--- src/rtl/ccEvalPkg.sv ---
package ccEvalPkg;
  localparam int DATA_W    = 32;
  localparam int NUM_SIZES = 3;
  localparam int SIZE_W    = $clog2(NUM_SIZES);
  localparam int NUM_UPD   = 4;

  localparam int FLAG_C = 0;
  localparam int FLAG_V = 1;
  localparam int FLAG_Z = 2;
  localparam int FLAG_N = 3;
  localparam int FLAG_X = 4;

  typedef enum logic [2:0] {
    OP_ADD  = 3'd0,
    OP_SUB  = 3'd1,
    OP_CMP  = 3'd2,
    OP_MOVE = 3'd3,
    OP_MULS = 3'd4,
    OP_MULU = 3'd5,
    OP_RSV6 = 3'd6,
    OP_RSV7 = 3'd7
  } opClass_e;

  typedef struct packed {
    logic              load;
    logic              arith;
    logic              invSrc;
    logic              mulS;
    logic              mulU;
    logic [SIZE_W-1:0] sizeSel;
  } ccStrobe_t;
endpackage

--- src/rtl/ccEvalCtrl.sv ---
module ccEvalCtrl
  import ccEvalPkg::*;
(
  input  logic       clk,
  input  logic       rstN,
  input  logic       inValid,
  input  logic [2:0] opClass,
  input  logic [1:0] opSize,
  output ccStrobe_t  strb,
  output logic       outValid
);
  opClass_e cls;

  always_comb begin
    cls          = opClass_e'(opClass);
    strb         = '0;
    strb.load    = inValid;
    strb.sizeSel = (opSize > 2'd2) ? SIZE_W'(2) : SIZE_W'(opSize);
    unique case (cls)
      OP_ADD:           strb.arith = 1'b1;
      OP_SUB, OP_CMP: begin
        strb.arith  = 1'b1;
        strb.invSrc = 1'b1;
      end
      OP_MULS:          strb.mulS = 1'b1;
      OP_MULU:          strb.mulU = 1'b1;
      default:          strb.arith = 1'b0;
    endcase
  end

  always_ff @(posedge clk or negedge rstN) begin
    if (!rstN) outValid <= 1'b0;
    else       outValid <= inValid;
  end

  a_r11_valid_follows: assert property (@(posedge clk) disable iff (!rstN)
    inValid |=> outValid);
  a_r11_no_spurious: assert property (@(posedge clk) disable iff (!rstN)
    !inValid |=> !outValid);
  a_r4_one_class: assert property (@(posedge clk) disable iff (!rstN)
    $countones({strb.arith, strb.mulS, strb.mulU}) <= 1);
endmodule

--- src/rtl/ccEvalDp.sv ---
module ccEvalDp
  import ccEvalPkg::*;
#(
  parameter int CCS_W = 8
) (
  input  logic               clk,
  input  logic               rstN,
  input  ccStrobe_t          strb,
  input  logic [DATA_W-1:0]  srcIn,
  input  logic [DATA_W-1:0]  dstIn,
  input  logic [DATA_W-1:0]  resIn,
  input  logic [DATA_W-1:0]  mulHigh,
  input  logic [NUM_UPD-1:0] updMask,
  input  logic               keepX,
  input  logic [CCS_W-1:0]   ccsIn,
  output logic [CCS_W-1:0]   ccsOut
);
  logic [NUM_SIZES-1:0] laneSrcSign, laneDstSign, laneResSign, laneZero;

  genvar gi;
  generate
    for (gi = 0; gi < NUM_SIZES; gi++) begin : gLane
      localparam int LW = 8 << gi;
      assign laneSrcSign[gi] = srcIn[LW-1];
      assign laneDstSign[gi] = dstIn[LW-1];
      assign laneResSign[gi] = resIn[LW-1];
      assign laneZero[gi]    = (resIn[LW-1:0] == '0);
    end
  endgenerate

  logic srcSign, dstSign, resSign, resZero;
  logic fullNeg, fullZero, mulSOvf, mulUOvf;

  always_comb begin
    srcSign  = laneSrcSign[strb.sizeSel];
    dstSign  = laneDstSign[strb.sizeSel];
    resSign  = laneResSign[strb.sizeSel];
    resZero  = laneZero[strb.sizeSel];
    fullNeg  = resIn[DATA_W-1];
    fullZero = (resIn == '0);
    mulSOvf  = (mulHigh != {DATA_W{fullNeg}});
    mulUOvf  = |mulHigh;
  end

  logic sEff, carryRaw;
  logic fN, fZ, fV, fC;
  logic [CCS_W-1:0] wrMask, newFlags, ccsNext;

  always_comb begin
    sEff     = srcSign ^ strb.invSrc;
    carryRaw = (sEff & dstSign) | ((sEff | dstSign) & ~resSign);
    fN = resSign;
    fZ = resZero;
    fV = 1'b0;
    fC = 1'b0;
    if (strb.mulS || strb.mulU) begin
      fN = fullNeg;
      fZ = fullZero;
      fV = strb.mulS ? mulSOvf : mulUOvf;
    end else if (strb.arith) begin
      fV = (sEff == dstSign) && (resSign != sEff);
      fC = carryRaw ^ strb.invSrc;
    end
    if (ccsIn[FLAG_X]) fZ = fZ & ccsIn[FLAG_Z];

    wrMask                = '0;
    wrMask[NUM_UPD-1:0]   = updMask;
    wrMask[FLAG_X]        = ~keepX;
    newFlags              = '0;
    newFlags[FLAG_N]      = fN;
    newFlags[FLAG_Z]      = fZ;
    newFlags[FLAG_V]      = fV;
    newFlags[FLAG_C]      = fC;
    ccsNext = (ccsIn & ~wrMask) | (newFlags & wrMask);
  end

  always_ff @(posedge clk or negedge rstN) begin
    if (!rstN)          ccsOut <= '0;
    else if (strb.load) ccsOut <= ccsNext;
  end

  a_r10_high_bits_pass: assert property (@(posedge clk) disable iff (!rstN)
    $past(strb.load) |-> ccsOut[CCS_W-1:FLAG_X+1] == $past(ccsIn[CCS_W-1:FLAG_X+1]));
  a_r9_x_rule: assert property (@(posedge clk) disable iff (!rstN)
    $past(strb.load) |-> ccsOut[FLAG_X] == ($past(keepX) ? $past(ccsIn[FLAG_X]) : 1'b0));
  a_r8_sticky_z: assert property (@(posedge clk) disable iff (!rstN)
    ($past(strb.load) && $past(ccsIn[FLAG_X]) && !$past(ccsIn[FLAG_Z])) |-> !ccsOut[FLAG_Z]);
  a_r7_mulu_clean: assert property (@(posedge clk) disable iff (!rstN)
    ($past(strb.load) && $past(strb.mulU) && $past(updMask[FLAG_V]) && ($past(mulHigh) == '0))
      |-> !ccsOut[FLAG_V]);
  a_r5_move_no_carry: assert property (@(posedge clk) disable iff (!rstN)
    ($past(strb.load) && !$past(strb.arith) && $past(updMask[FLAG_C])) |-> !ccsOut[FLAG_C]);
  a_r11_hold_idle: assert property (@(posedge clk) disable iff (!rstN)
    !$past(strb.load) |-> $stable(ccsOut));
endmodule

--- src/rtl/ccEvalTop.sv ---
module ccEvalTop
  import ccEvalPkg::*;
#(
  parameter int CCS_W = 8
) (
  input  logic             clk,
  input  logic             rstN,
  input  logic             inValid,
  input  logic [2:0]       opClass,
  input  logic [1:0]       opSize,
  input  logic [31:0]      srcIn,
  input  logic [31:0]      dstIn,
  input  logic [31:0]      resIn,
  input  logic [31:0]      mulHigh,
  input  logic [3:0]       updMask,
  input  logic             keepX,
  input  logic [CCS_W-1:0] ccsIn,
  output logic             outValid,
  output logic [CCS_W-1:0] ccsOut
);
  ccStrobe_t strb;

  ccEvalCtrl uCtrl (
    .clk(clk), .rstN(rstN), .inValid(inValid), .opClass(opClass),
    .opSize(opSize), .strb(strb), .outValid(outValid)
  );

  ccEvalDp #(.CCS_W(CCS_W)) uDp (
    .clk(clk), .rstN(rstN), .strb(strb), .srcIn(srcIn), .dstIn(dstIn),
    .resIn(resIn), .mulHigh(mulHigh), .updMask(updMask), .keepX(keepX),
    .ccsIn(ccsIn), .ccsOut(ccsOut)
  );
endmodule

--- config.mk ---
export PLATFORM = sky130hd
export DESIGN_NAME = ccEvalTop
export DESIGN_NICKNAME = d
export VERILOG_FILES = /design/src/rtl/ccEvalPkg.sv /design/src/rtl/ccEvalCtrl.sv /design/src/rtl/ccEvalDp.sv /design/src/rtl/ccEvalTop.sv
export SDC_FILE = /design/constraint.sdc
export NUM_CORES = 1
export LEC_CHECK = 0
export BUFFER_PORTS_ARGS = -buffer_cell sky130_fd_sc_hd__buf_4
export CORE_MARGIN = 2
export CORE_UTILIZATION = 24
export DETAILED_ROUTE_END_ITERATION = 8
export GPL_TIMING_DRIVEN = 1
export MAX_ROUTING_LAYER = met4
export PLACE_DENSITY = 0.76
export SKIP_CTS_REPAIR_TIMING = 1
export SLEW_MARGIN = 20
export SYNTH_ARGS = -nofsm -noshare
export SYNTH_HDL_FRONTEND = slang
export SYNTH_SLANG_ARGS = --single-unit
export TNS_END_PERCENT = 10
--- constraint.sdc ---
create_clock -name clk -period 0.8 [get_ports clk]
set_clock_uncertainty 0.05 [all_clocks]
set_input_delay 0.08 -clock clk [delete_from_list [all_inputs] [get_ports clk]]
set_output_delay 0.08 -clock clk [all_outputs]
set_load 0.005 [all_outputs]
==> results of run 1 <==
## metal layers
layer,global-route usage [%],part of all wire [%],vias to the layer above
li1,-,-,690
met1,15.6,36,632
met2,32.1,53,76
met3,3.94,11,0
met4,1.56,0,0
met5,-,0,-
## logic make-up after synthesis
group	synth area share, %
multiplexers	13.5
AND/OR/NAND/NOR	34.0
flip-flops	25.1
buffers and inverters	5.44
AO/OA/AOI/OAI	15.2
adder cells (fa/ha/maj)	2.79
XOR/XNOR	3.90
## cell usage after synthesis (2+ instances only)
cell type  number  share of area (%)
ha_1            2                2.8
o22ai_1         2                1.4
inv_1           9                3.8
mux2i_1         5                5.6
nor4_1         17                 12
dfrtp_1         9                 25
o21ai_0         5                2.8
mux2_2          4                5.0
a21oi_1         6                3.3
nand2b_1        4                2.8
nand4_1        10                7.0
nand2_1         6                2.5
nor3_1          2                1.1
xnor2_1         4                3.9
nand3_1         4                2.2
nor2_1         10                4.2
## placed cells by master, fill, tap and decap left out, drive strengths merged, types with 2 or more instances in the layout
cell,netlist,routed
buf,1,120
nor4,17,17
nor2,10,10
nand4,10,10
dfrtp,9,9
inv,9,9
nand2,6,6
a21oi,6,6
mux2,6,6
o21ai,5,5
mux2i,5,5
xnor2,4,4
nand3,4,4
nand2b,4,4
clkbuf,1,4
o22ai,2,2
nor3,2,2
ha,2,2
## through the flow
stage | worst slack (ps) | total power [mW]
2_1_floorplan | -959 | 0.787
6_report | -785 | 1.96
4_1_cts | -891 | 1.89
3_3_place_gp | -1060 | 1.36
3_5_place_dp | -1120 | 1.37
5_1_grt | -882 | 2.09
## final cells by class
cell class                      count  area, µm²
Tap cell                           48       60.1
Sequential cell                     9        225
Timing Repair Buffer              121        941
Clock buffer                        4       45.0
Multi-Input combinational cell     94        718
Inverter                            9       33.8
Fill cell                         365       1610
## path summary, 6_finish.rpt
kind,startpoint,cells past startpoint,to
max in group asynchronous,rstN,2,uDp.ccsOut[3]
max reg2reg,uDp.ccsOut[1],2,uDp.ccsOut[1]
min reg2reg,uDp.ccsOut[7],1,uDp.ccsOut[7]
max,opSize[0],11,uDp.ccsOut[0]
min,ccsIn[6],2,uDp.ccsOut[6]
min in group asynchronous,rstN,2,uDp.ccsOut[6]
## registers in the layout, indices dropped and copies added, names as in the netlist
name,count
uCtrl.outValid,1
uDp.ccsOut,8
## power groups by stage
| stage | Sequential, mW | Combinational, mW | Clock (mW) |
|---|---|---|---|
| floorplan | 0.534 | 0.252 | 0 |
| global placement | 0.529 | 0.826 | 0 |
| detailed placement | 0.530 | 0.839 | 0 |
| CTS | 0.524 | 0.843 | 0.528 |
| global route | 0.534 | 0.992 | 0.561 |
| finish | 0.530 | 0.919 | 0.509 |
==> flow_summary.ini, run 1 <==
[sta]
rsz0062_at_grt = true
worst_slew_pin_slew_ps = 421
fin_tns_setup_ps = -2370
setup_ws_ps = -785
period_share_pct = 198
holdWs_ps = 39.0
period_needed_ps = 1590
fmax_ghz = 0.631
maxSlewHeadroom_pct = 71.1
hold_viol = 0
setup_viol = 13
drv_slew = 0

[floorplan]
core_area_um2 = 3630
start_util_pct = 24.7
ios = 158
dieWidth_um = 65.1
die_height_um = 65.1
dieArea_um2 = 4240
rows = 22

[clocking]
cts_tree = built
clk_root_buffer_cell = clkbuf_8
clk_latency_ps = 230
cts.sinks = 9
h-tree-depth = 1
cts.clk_slew.worst_paths_ps = 40
cts_made_buffers = 3
cts_max_path_buffers = 2

[pwr]
combinationalPowerShare_pct = 46.9
p_int_mw = 1.43
vdd_ir_drop_max_mv = 0.659
clkPwrFrac_pct = 26.0
power_density_nw_per_um2 = 967
swShare_pct = 26.7
power.switching_uw = 523
leakage_nw = 0.943
pwr-share-seq_pct = 27.1

[routing]
num_vias = 1398
routed_wl_mm = 3.53
drc = 0
viasPerCell = 4.91
route.detailed.wl_per_inst_um = 12.4
ant_nets = 0
firstDrtPassIters = 4
dr.first_iter.drc_count = 34

[place]
dp_hpwl_mm = 3.01
port_buffers = 99
place_area_um2 = 1860
dp.cells = 280
gp_congestion = 0.850

[cells_and_area]
antenna_cells = 0
final_cells = 285
area_growth_pct = 126
post-route-util_pct = 55.7
drive_above_1_share_pct = 59.5
nNetsFinal = 389
stdcell_area_um2 = 2020

[grt]
grt_pass1_vias = 1343
grt_max_degree = 11
grt_pass1_wl_mm = 5.23
grt_overflow = 0
track_usage_pct = 15.8
antenna_found_initial = 0

[setup_path]
crit_type = in2reg
cp_num_buf_inv = 3
critPathSlowestCell = mux2_4
crit_arrival_ps = 1640
slowest_delay_ps = 310
worst-path-max-fanout = 2
crit_family = compound AO/OA/AOI/OAI gates
reg2reg_slack_ps = 0
end_kind = flip-flop
worstPathRequired_ps = 860
start_kind = primary input
critical_path.cell_chain = buf_8, mux2i_2, nor2_1, a21oi_1, xnor2_1, inv_1, ha_2, inv_2, a21oi_4, mux2_4, o32a_1

[synthesis]
postSynthCellCount = 114
netlist_area_um2 = 897
async_flop_share_pct = 100
synthDistinctLibCells = 31
ys_dominant_reg_cell = dfrtp_1
ys_ff_latch = 9
synth_fp_nets = 265
synth-edff-count = 0
ys_seq_area_share_pct = 25.1
ys.warnings.count = 0
syn_avg_cell_area_um2 = 7.87

[status]
violations = setup timing
status = finished with violations

[min_path]
min_path_type = in2reg

[run]
cap_violations = 0
(Power assumes the default switching activity.)
==> inputs of run 2 (changes only) <==
--- a/config.mk
+++ b/config.mk
@@ -5,13 +5,14 @@
 export SDC_FILE = /design/constraint.sdc
 export NUM_CORES = 1
 export LEC_CHECK = 0
+export ABC_AREA = 1
 export BUFFER_PORTS_ARGS = -buffer_cell sky130_fd_sc_hd__buf_4
 export CORE_MARGIN = 2
-export CORE_UTILIZATION = 24
+export CORE_UTILIZATION = 26
 export DETAILED_ROUTE_END_ITERATION = 8
 export GPL_TIMING_DRIVEN = 1
 export MAX_ROUTING_LAYER = met4
-export PLACE_DENSITY = 0.76
+export PLACE_DENSITY = 0.78
 export SKIP_CTS_REPAIR_TIMING = 1
 export SLEW_MARGIN = 20
 export SYNTH_ARGS = -nofsm -noshare
==> flow_summary.ini, run 2 <==
[synthesis]
yosys-top-cells-count = nand2_1 (59), nor2_1 (51), nand3_1 (16), inv_1 (15), dfrtp_1 (9)
synthDistinctLibCells = 19
postSynthCellCount = 182
synth_top_area_share_pct = 22.8
synth_most_common_cell = nand2_1
ys_dominant_reg_cell = dfrtp_1
synth_fp_nets = 333
ys_seq_area_share_pct = 22.8
syn_avg_cell_area_um2 = 5.42
async_flop_share_pct = 100
ys.warnings.count = 0
ys_ff_latch = 9
netlist_area_um2 = 986
synth_top_area_cell = dfrtp_1
synth.area.top_cells = dfrtp_1 (23%), nand2_1 (22%), nor2_1 (19%), nand3_1 (8.1%), inv_1 (5.7%)
synth-edff-count = 0

[clocking]
cts_tree = built
cts_max_path_buffers = 2
h-tree-depth = 1
cts_made_buffers = 3
clk_latency_ps = 230
cts.sinks = 9
clk_root_buffer_cell = clkbuf_8
cts.clk_slew.worst_paths_ps = 40

[pwr]
power_density_nw_per_um2 = 946
vdd_ir_drop_max_mv = 0.593
leakage_nw = 1.12

[floorplan]
rows = 22
dieWidth_um = 65.6
core_area_um2 = 3660
start_util_pct = 26.9
ios = 158
die_height_um = 65.6
dieArea_um2 = 4300

[grt]
grt_max_degree = 10
grt_pass1_vias = 1432
grt_pass1_wl_mm = 5.47
track_usage_pct = 16.3
grt_overflow = 0
antenna_found_initial = 0

[status]
violations = hold timing, setup timing
status = finished with violations

[routing]
viasPerCell = 4.38
num_vias = 1540
firstDrtPassIters = 4
route.detailed.wl_per_inst_um = 9.59
drc = 0
routed_wl_mm = 3.37
ant_nets = 0
dr.first_iter.drc_count = 28

[sta]
fin_tns_setup_ps = -1490
period_needed_ps = 1240
drv_slew = 0
maxSlewHeadroom_pct = 86.9
worst_slew_pin_slew_ps = 196
holdWs_ps = -0.0477
period_share_pct = 155
fmax_ghz = 0.804
setup_ws_ps = -443
rsz0062_at_grt = true
hold_viol = 1
setup_viol = 13

[setup_path]
crit_arrival_ps = 1320
start_kind = primary input
end_kind = flip-flop
worstPathRequired_ps = 870
worst-path-max-fanout = 4
crit_type = in2reg

[place]
dp_hpwl_mm = 2.79
gp_congestion = 0.787
place_area_um2 = 1900
port_buffers = 99
dp.cells = 342

[cells_and_area]
drive_above_1_share_pct = 46.7
final_cells = 352
nNetsFinal = 456
final_common_cell = buf_4
antenna_cells = 0
largest-register = uDp.ccsOut
final_cell_mix = buf_4 (108), nand2_1 (57), nor2_1 (50)
reg_top3 = uDp.ccsOut: 8 flops, uCtrl.outValid: 1 flops
largest_reg_flops = 8
stdcell_area_um2 = 2090
nFillCells = 347
area_growth_pct = 112

[min_path]
min_path_type = in2reg

[run]
cap_violations = 0
-- run 2: routing by layer --
layer  global-route usage (%)  up-vias  share of wire, %
met4                     3.13        0               1.0
met3                     3.77        4               7.5
li1                         -      820                 -
met2                     31.1       61                53
met1                     17.1      655                38
met5                        -        -                 0
-- run 2: final cells by class --
class | instances | area [µm²] | area share, %
clock buffer | 4 | 45.0 | 2.16
inverter | 18 | 72.6 | 3.47
multi-input combinational | 154 | 749 | 35.9
sequential | 9 | 225 | 10.8
tap | 48 | 60.1 | 2.87
timing repair buffer | 119 | 937 | 44.9
-- run 2: through the flow --
| step | power, mW | util [%] | setup WS, ps |
|---|---|---|---|
| global placement | 1.33 | 51.8 | -693 |
| finish | 1.98 | 57.1 | -443 |
| floorplan | 0.800 | - | -518 |
| CTS | 1.87 | 53.0 | -477 |
| global route | 2.12 | 57.1 | -538 |
| detailed placement | 1.34 | 51.8 | -703 |
-- run 2: kinds of logic after synthesis --
logic type,Yosys count,share of synthesized area [%]
simple gates,139,59.3
flops,9,22.8
fa+ha+maj,2,2.54
compound gates,13,8.00
buf+inv,19,7.36
-- run 2: final timing paths --
check	cells after the start	to	slack (ps)	from
setup / recovery	15	uDp.ccsOut[1]	-440	opSize[1]
hold / removal	3	uDp.ccsOut[6]	-0.05	ccsIn[6]
setup reg to reg	2	uDp.ccsOut[3]	100	uDp.ccsOut[3]
hold reg to reg	2	uDp.ccsOut[6]	440	uDp.ccsOut[6]
max in group asynchronous	2	uDp.ccsOut[4]	390	rstN
min in group asynchronous	2	uDp.ccsOut[5]	170	rstN
-- run 2: power by group --
part           switching (mW)  internal (mW)
combinational           0.355          0.577
clock                   0.169          0.346
sequential             0.0292          0.500
total                   0.553           1.42
-- run 2: worst max-delay path, cell delays in order --
cell and delay [ps]:
buf_8 80, inv_6 40, or2_4 260, nand2_4 90
nand2_4 50, nand2_2 70, inv_2 50, ha_4 250
nor2_2 30, nand2_1 50, inv_1 30, nand3_1 50
nand3_1 60, nand2_1 60, nand2_1 50
==> inputs of run 3 (changes only) <==
--- a/config.mk
+++ b/config.mk
@@ -7,15 +7,17 @@
 export LEC_CHECK = 0
 export ABC_AREA = 1
 export BUFFER_PORTS_ARGS = -buffer_cell sky130_fd_sc_hd__buf_4
-export CORE_MARGIN = 2
-export CORE_UTILIZATION = 26
+export CORE_ASPECT_RATIO = 0.75
+export CORE_MARGIN = 5
+export CORE_UTILIZATION = 27
 export DETAILED_ROUTE_END_ITERATION = 8
 export GPL_TIMING_DRIVEN = 1
 export MAX_ROUTING_LAYER = met4
-export PLACE_DENSITY = 0.78
+export PLACE_DENSITY = 0.77
 export SKIP_CTS_REPAIR_TIMING = 1
 export SLEW_MARGIN = 20
 export SYNTH_ARGS = -nofsm -noshare
 export SYNTH_HDL_FRONTEND = slang
+export SYNTH_HIERARCHICAL = 1
 export SYNTH_SLANG_ARGS = --single-unit
 export TNS_END_PERCENT = 10
==> flow_summary.ini, run 3 <==
[grt]
grt_pass1_vias = 1634
antenna_found_initial = 0
grt_pass1_wl_mm = 6.72
grt.met3_usage_pct = 4.45
busiest_layer = met2
grt_max_degree = 10
met1_usage_pct = 18.6
track_usage_pct = 15.1
grt_use_met2_pct = 25.2
grt_overflow = 0

[synthesis]
async_flop_share_pct = 100
yosys-top-cells-count = nand2_1 (65), nor2_1 (58), inv_1 (21), nand3_1 (17), dfrtp_1 (9)
synth_top_area_cell = nand2_1
synth_most_common_cell = nand2_1
syn_avg_cell_area_um2 = 5.25
ys_dominant_reg_cell = dfrtp_1
synth_fp_nets = 359
ys_ff_latch = 9
netlist_area_um2 = 1090
synth-edff-count = 0
ys_seq_area_share_pct = 20.6
synth_top_area_share_pct = 22.3
ys.warnings.count = 6
postSynthCellCount = 208
synthDistinctLibCells = 24
synth.area.top_cells = nand2_1 (22%), dfrtp_1 (21%), nor2_1 (20%), nand3_1 (7.8%), inv_1 (7.2%)

[routing]
routed_wl_mm = 4.08
drc = 0
dr.first_iter.drc_count = 74
route.detailed.wl_per_inst_um = 10.5
ant_nets = 0
num_vias = 1667
firstDrtPassIters = 4
viasPerCell = 4.31

[setup_path]
crit_type = in2reg
reg2reg_slack_ps = 80
start_kind = primary input
critPathSlowestCell = or2_4
worst-path-max-fanout = 5
slowest_delay_ps = 240
ff2ff_path_depth = 2
end_kind = flip-flop
crit_family = simple AND/OR/NAND/NOR gates
r2r_start = uDp/ccsOut[0]
path_depth = 13
crit_start = opSize[0]
crit_arrival_ps = 1590
critical_path.cell_chain = buf_6, inv_8, nor2_4, buf_6, or2_4, a32oi_2, inv_2, ha_4, nor3_2, nand3_1, nand3_1, nand2_1, nand2_1
cp_num_buf_inv = 4
crit_end = uDp/ccsOut[1]
r2r-end = uDp/ccsOut[0]
worstPathRequired_ps = 920

[status]
status = finished with violations
violations = setup timing

[cells_and_area]
final_cell_mix = buf_4 (109), nand2_1 (65), nor2_1 (56)
antenna_cells = 0
area_growth_pct = 103
final_common_cell = buf_4
nNetsFinal = 484
post-route-util_pct = 55.7
drive_above_1_share_pct = 42.8
reg_top3 = uDp/ccsOut: 8 flops, uCtrl/outValid: 1 flops
largest-register = uDp/ccsOut
largest_reg_flops = 8

[sta]
fmax_ghz = 0.679
hold_viol = 0
fin_tns_setup_ps = -2190
drv_slew = 0
period_share_pct = 184
rsz0062_at_grt = true
holdWs_ps = 4.83
setup_ws_ps = -672
maxSlewHeadroom_pct = 83.8
setup_viol = 13
period_needed_ps = 1470
worst_slew_pin_slew_ps = 241

[pwr]
report.power.total_mw = 2.02
leakage_nw = 1.17
vdd_ir_drop_max_mv = 0.503
power_density_nw_per_um2 = 910

[place]
post-place-ws_ps = -996
port_buffers = 99
dp_hpwl_mm = 3.49
gp_congestion = 0.892

[min_path]
min_path_type = in2reg
worstHoldStart = ccsIn[5]

[floorplan]
ios = 158
rows = 20
dieWidth_um = 83.4
start_util_pct = 27.5
core_area_um2 = 3980
die_height_um = 65.1
dieArea_um2 = 5430

[clocking]
cts_made_buffers = 3
cts.clk_slew.worst_paths_ps = 40
h-tree-depth = 1
cts_tree = built
clk_root_buffer_cell = clkbuf_8
cts_max_path_buffers = 2
cts.sinks = 9
clk_latency_ps = 230

[run]
cap_violations = 0
-- run 3: cells by family (layout without fill, tap and decap cells) --
logic type | after synthesis | count (layout) | synth area share (%)
AND/OR/NAND/NOR | 154 | 154 | 58.1
flip-flops | 9 | 9 | 20.6
buffers and inverters | 27 | 151 | 9.74
adder cells (fa/ha/maj) | 2 | 2 | 2.29
AO/OA/AOI/OAI | 16 | 16 | 9.28
-- run 3: worst min-delay path by stage --
stage	endpoint	depth (start not counted)
6_report	uDp/ccsOut[5]	3
4_1_cts	uDp/ccsOut[7]	1
5_1_grt	uDp/ccsOut[6]	3
3_3_place_gp	uDp/ccsOut[7]	1
2_1_floorplan	uCtrl/outValid	0
3_5_place_dp	uDp/ccsOut[7]	1
-- run 3: layout make-up --
cell class                 instances  area (µm²)
clock buffer                       4        45.0
fill                             395        1760
inverter                          24        97.6
multi-input combinational        172         802
sequential                         9         225
tap                               55        68.8
timing repair buffer             123         978
-- run 3: report_power, final --
| group | switching (mW) | leakage [nW] | total [mW] | internal (mW) |
|---|---|---|---|---|
| combinational | 0.380 | 1.04 | 0.980 | 0.599 |
| sequential | 0.0292 | 0.108 | 0.529 | 0.500 |
| clock | 0.163 | 0.0228 | 0.509 | 0.346 |
-- run 3: worst reg2reg max path: stages, from the launching register on --
cell and delay [ps]:
dfrtp_1 390, nor2_1 120, a21oi_2 40
-- run 3: stage by stage --
stage | std cells | instance area [µm²]
after floorplan | 208 | 1110
after global placement | 381 | 2070
after detailed placement | 381 | 2070
after CTS | 385 | 2110
after global routing | 387 | 2220
final | 387 | 2220
-- run 3: per-layer routing --
layer  vias up  part of all wire [%]  wire length (µm)
met4         0                  0.39                16
met3         2                   8.3               337
met2        70                    45              1830
met5         -                     0                 0
met1       695                    46              1890
li1        900                     -                 -
